File: src/rtl/prd_walker.sv
module prd_walker #(
  parameter int AW    = 32,
  parameter int LENW  = 32,
  parameter int MODEW = 4
) (
  input  logic             clk,
  input  logic             rst_n,
  input  logic             start,
  input  logic [AW-1:0]    start_ptr,
  input  logic             to_dev,
  output logic             mem_req,
  output logic [AW-1:0]    mem_addr,
  input  logic             mem_rvalid,
  input  logic [31:0]      mem_rdata,
  output logic             burst_req,
  output logic [AW-1:0]    burst_addr,
  output logic [LENW+2:0]  burst_bytes,
  output logic             burst_to_dev,
  output logic [MODEW-1:0] burst_mode,
  input  logic             burst_ack,
  output logic             busy,
  output logic             done,
  output logic             err,
  output logic [1:0]       err_code
);
  localparam int LAST_BIT = 7;
  localparam int DIR_BIT  = 5;
  localparam int MODE_LSB = 8;
  localparam int WORDS    = 4;

  typedef enum logic [2:0] {S_IDLE, S_FETCH, S_WAIT, S_EVAL, S_BURST} state_t;

  state_t      st;
  logic [AW-1:0] ptr;
  logic [1:0]  widx;
  logic [31:0] w [WORDS];
  logic        intent;
  logic        done_q, err_q;
  logic [1:0]  code_q;

  wire len_zero  = w[1][LENW-1:0] == '0;
  wire dir_bad   = w[2][DIR_BIT] != intent;
  wire is_last   = w[2][LAST_BIT];
  wire next_zero = !is_last && (w[3][AW-1:3] == '0);

  assign mem_req      = st == S_FETCH;
  assign mem_addr     = ptr + AW'({widx, 2'b00});
  assign burst_req    = st == S_BURST;
  assign burst_addr   = w[0][AW-1:0];
  assign burst_bytes  = {w[1][LENW-1:0], 3'b000};
  assign burst_to_dev = w[2][DIR_BIT];
  assign burst_mode   = w[2][MODE_LSB +: MODEW];
  assign busy         = st != S_IDLE;
  assign done         = done_q;
  assign err          = err_q;
  assign err_code     = code_q;

  always_ff @(posedge clk or negedge rst_n) begin
    if (!rst_n) begin
      st     <= S_IDLE;
      ptr    <= '0;
      widx   <= '0;
      intent <= 1'b0;
      done_q <= 1'b0;
      err_q  <= 1'b0;
      code_q <= 2'd0;
      for (int i = 0; i < WORDS; i++) w[i] <= '0;
    end else begin
      done_q <= 1'b0;
      err_q  <= 1'b0;
      case (st)
        S_IDLE: if (start) begin
          ptr    <= {start_ptr[AW-1:3], 3'b000};
          intent <= to_dev;
          widx   <= '0;
          code_q <= 2'd0;
          st     <= S_FETCH;
        end
        S_FETCH: st <= S_WAIT;
        S_WAIT: if (mem_rvalid) begin
          w[widx] <= mem_rdata;
          if (widx == 2'(WORDS - 1)) st <= S_EVAL;
          else begin
            widx <= widx + 2'd1;
            st   <= S_FETCH;
          end
        end
        S_EVAL: begin
          if (len_zero || dir_bad || next_zero) begin
            err_q  <= 1'b1;
            code_q <= len_zero ? 2'd1 : dir_bad ? 2'd2 : 2'd3;
            st     <= S_IDLE;
          end else st <= S_BURST;
        end
        S_BURST: if (burst_ack) begin
          if (is_last) begin
            done_q <= 1'b1;
            st     <= S_IDLE;
          end else begin
            ptr  <= {w[3][AW-1:3], 3'b000};
            widx <= '0;
            st   <= S_FETCH;
          end
        end
        default: st <= S_IDLE;
      endcase
    end
  end
endmodule

File: config.mk
export PLATFORM = sky130hd
export DESIGN_NAME = prd_walker
export DESIGN_NICKNAME = d
export VERILOG_FILES = /design/src/rtl/prd_walker.sv
export SDC_FILE = /design/constraint.sdc
export NUM_CORES = 1
export LEC_CHECK = 0
export BUFFER_PORTS_ARGS = -buffer_cell sky130_fd_sc_hd__buf_2
export CAP_MARGIN = 15
export CORE_ASPECT_RATIO = 0.5
export CORE_MARGIN = 5
export CORE_UTILIZATION = 35
export CTS_CLUSTER_SIZE = 16
export DETAILED_ROUTE_END_ITERATION = 8
export PLACE_DENSITY = 0.6
export SLEW_MARGIN = 20
export SYNTH_ARGS = -nofsm -noshare
export SYNTH_HDL_FRONTEND = slang
export SYNTH_SLANG_ARGS = --single-unit
export TNS_END_PERCENT = 50
File: constraint.sdc
create_clock -name clk -period 2.3 [get_ports clk]
set_input_delay 0.575 -clock clk [delete_from_list [all_inputs] [get_ports clk]]
set_output_delay 0.575 -clock clk [all_outputs]
set_load 0.02 [all_outputs]
After elaboration in Yosys (flattened, before gate mapping)

Index checks and enable logic that the tools add are counted.
W data, S select, Z words.

Output and inout port bits: 111
Bits of input ports: 70
Register bits: 170

Mux-type cells: 29
Reduce and logical (&&, ||, !) cells: 18
Magnitude comparators: 2
Equal/unequal tests: 12
Bitwise operators: 1
$add $sub $neg: 2

Operator list:

| operator             | count |
|---|---|
| $bwmux W128          | 1 |
| $mux W32             | 4 |
| $demux W32 S2        | 1 |
| $pmux W32 S2         | 1 |
| $add A32 B4 Y32      | 1 |
| $logic_not A32 Y1    | 1 |
| $logic_not A29 Y1    | 1 |
| $mux W2              | 8 |
| $pmux W3 S5          | 1 |
| $mux W3              | 4 |
| $ne A2 B2 Y1 const B | 5 |
| $mux W1              | 7 |
| $eq A3 B2 Y1 const B | 2 |
| $pmux W2 S3          | 1 |
| $reduce_and A3 Y1    | 2 |
| $reduce_and A6 Y1    | 1 |
| $reduce_bool A3 Y1   | 2 |
| $pmux W2 S2          | 1 |
| $reduce_and A2 Y1    | 2 |
| $reduce_and A4 Y1    | 1 |
| $reduce_bool A2 Y1   | 2 |
| $eq A3 B1 Y1 const B | 1 |
| $eq A3 B3 Y1 const B | 1 |
| $ge A3 B3 Y1 const B | 1 |
| other kinds (10)     | 12 |

Longest topological paths before layout

Depth in word-level cells: 6
Mapped depth: 7
Mapped depth without buffers: 6

Worst setup path after synthesis

Ideal clock, no wire load.

Path type: flip-flop to output port
Start: reg widx[1]
End: out mem_addr[27]
Arrival time: 1.703 ns
Buffers on the path: 0
Cell stages (with the launch flop): 7
Data required time: 1.725 ns
Setup slack: 0.022 ns
Cells stage by stage: dfrtp_1 ha_1 ha_1 inv_1 nor2_1 nand4_1 xnor2_1

Longest elaborated chain between the ends: 1

Ends and longest elaborated chain:

| item                     | line | text |
|---|---|---|
| start: declaration       | 35   | `logic [1:0] widx;` |
| start signal: assignment | 84   | `widx <= widx + 2'd1;` |
| $add A32 B4 Y32          | 47   | `assign mem_addr = ptr + AW'({widx, 2'b00});` |
| end: declaration         | 12   | `output logic [AW-1:0] mem_addr,` |

No other way between the ends.

Worst setup path in the final report

Same ends and word-level chain as after synthesis.

==> results.cfg <==
[run_status]
violations = setup timing
outcome = finished with violations

[clocking]
numCtsBuffers = 17
clkTransAtPathRegs_ns = 0.06
cts_tree = built
clk_latency_ns = 0.42
clock-sinks = 138
cts_root_buf = clkbuf_16
htreeDepth = 4
clk_path_buf_depth = 2
ctsHoldBuffers = 0

[worst_setup_path]
arrival_ns = 1.96
crit_path_max_fanout = 8
required_ns = 1.73
cpPeakStageDelay_ns = 0.41
path_cells = ha_4 -> ha_4 -> inv_2 -> nor2_1 -> buf_4 -> nand4_1 -> xnor2_1 -> buf_4
start_kind = register
reg2reg_depth = 6
setup.worst_path.class = register to primary output
crit_cells = 8
critical-path-slowest-cell = dfrtp_1
crit_buf_inv = 3
crit_family = flip-flops
end_kind = primary output

[die]
core-area_mm2 = 0.01932
ios = 181
die_w_um = 207.8
dieArea_mm2 = 0.02263
rows = 36
dieHeight_um = 108.9
start_util = 0.3544

[synth]
synth-async-reset-ratio = 1.000
netlist_top_cells_count = dfrtp_1, mux2_2, buf_4
synthTopCellsByArea = dfrtp_1, mux2_2, buf_4
synth-edff-count = 0
ys_seq_area_frac = 0.5043
ys_ff_latch = 138
avgSynthCellArea_um2 = 11.81
synth_warnings = 0
synth_top_area_frac = 0.5043
syn_inst = 580
yosysMostFrequentCell = dfrtp_1
synthDistinctLibCells = 38
ys.flop_type = dfrtp_1
synth_area_leader_cell = dfrtp_1
syn_area_mm2 = 0.006848

[sta]
finalSetupTns_ns = -3.312
tightest_slew_ns = 0.5533
layout_setup_ws_ns = -0.2370
finClkSkew_ns = 0.01057
hold_viol = 0
min_period_ns = 2.537
rsz0062_at_grt = yes
slew_violations = 0
fmax_ghz = 0.3942
finalCritPeriodShare = 1.103
slew_headroom = 0.6277
setup-violations-final = 24

[routing]
vias = 4721
wl_met1_um = 7836
top_layer_used = met5
ant_nets = 0
drt_first_pass_iters = 4
wl_per_cell_um = 17.87
met2_length_um = 9189
drtIter0Drc = 175
drc_errors = 0
vias_per_cell = 4.730
wirelength_um = 17830
wl_met3_um = 602

[global_route]
grt_pass1_wl_um = 28080
grt_overflow = 0
grt_antenna_before_repair = 1
grt_usage = 0.1596
grt_pass1_vias = 4967
grt_max_degree = 63

[placement]
place_inst = 953
gp_congestion = 0.8244
portBuffers = 172
dp_hpwl_um = 13280

[power]
vdd_drop_max_v = 0.0006533
power.density_mw_per_mm2 = 1476
p_leak_uw = 0.004036

[cells_and_area]
final_layout_size_suffix_gt1_frac = 0.4945
layout.cells.non_filler = 998
final_nets = 795
diodes = 0
n_fill_cell = 1811
multi_input_area_mm2 = 0.002870
syn2layout_area_growth_pct = 27.08
seq_area_mm2 = 0.003457

[worst_hold_path]
hold_class = primary input to asynchronous set/reset pin

[run]
drv_cap = 0
==> timing repair <==
item / in CTS / in global routing
resized for setup: 36 / 24
buffers inserted: 10 / 3
endpoints found under the setup margin: 24 / 26
pin swaps: 12 / 17
gates cloned: 0 / 0
==> flip-flops by register name (all words and copies together) (netlist names), 2 cells and up <==
signal,flops
burst_addr,32
burst_bytes,32
burst_mode,4
err_code,2
st,3
widx,2
ptr,29
w,29
==> routing by layer <==
| metal | global-route usage | vias up |
|---|---|---|
| li1 | - | 2249 |
| met1 | 0.1996 | 2381 |
| met2 | 0.2827 | 73 |
| met3 | 0.03938 | 16 |
| met4 | 0.03934 | 2 |
| met5 | 0 | - |
==> path summary, 6_finish.rpt <==
kind,start,endpoint,slack [ns]
worst max register to register,burst_bytes[20]$_DFFE_PN0P_,st[2]$_DFFE_PN0P_,0.35
min in group clk,mem_rdata[1],burst_addr[1]$_DFFE_PN0P_,0.38
worst min register to register,burst_addr[0]$_DFFE_PN0P_,burst_addr[0]$_DFFE_PN0P_,0.50
worst max-delay path,widx[1]$_DFFE_PN0P_,mem_addr[27],-0.24
max in group asynchronous,rst_n,ptr[5]$_DFFE_PN0P_,1.61
worst min-delay path,rst_n,burst_bytes[4]$_DFFE_PN0P_,0.03
==> report_power, final <==
group	leakage, uW	switching (uW)	internal, uW
clock network	0.000344	1050	2200
logic	0.00201	2880	2340
registers	0.00168	885	3490
total	0.00404	4820	8020
==> cell usage in the layout (no fill, tap or decap), types with 6 or more instances in the layout <==
cell type | synthesis | final
dfrtp_1 | 138 | 135
nor2_1 | 39 | 38
mux2i_1 | 31 | 31
xnor2_1 | 19 | 14
buf_12 | 0 | 6
xor2_1 | 9 | 8
mux2_1 | 14 | 14
clkbuf_16 | 0 | 17
a21oi_1 | 34 | 34
buf_2 | 14 | 146
nor4_1 | 17 | 16
nand2_1 | 20 | 19
mux2_2 | 86 | 86
buf_4 | 78 | 55
bufinv_16 | 0 | 7
nand4_1 | 14 | 14
nand3_1 | 11 | 8
==> per-stage QoR <==
| step | total power, uW | cell area, um2 | utilization | hold slack, ns | worst slack [ns] |
|---|---|---|---|---|---|
| finish | 12840 | 8702 | 0.4503 | 0.02739 | -0.2370 |
| CTS | 12820 | 8582 | 0.4441 | 0.02403 | -0.2554 |
| global route | 13630 | 8702 | 0.4503 | 0.02984 | -0.3478 |
| floorplan | 8110 | 6863 | - | 0.2794 | 0.02249 |
| global placement | 9157 | 7680 | 0.3974 | 0.4694 | 0.05155 |
| detailed placement | 9269 | 7680 | 0.3974 | 0.4696 | -0.01408 |
==> logic make-up after synthesis <==
kind of cell	share of synthesized area
DFF	0.5043
AOI/OAI and AO/OA	0.03453
buffers and inverters	0.1023
and+or+nand+nor	0.1018
muxes	0.2098
other	0.0005476
xor gates and xnor gates	0.03581
adders and majority gates	0.01096
==> cell type report <==
type                       count  share of cell area
timing repair buffer         212              0.1517
sequential                   138              0.3973
inverter                       6            0.002588
tap                          266             0.03825
clock inverter                12             0.02789
clock buffer                  20             0.05248
multi-input combinational    344              0.3298
Note: power is estimated with default switching activity, not from simulation.
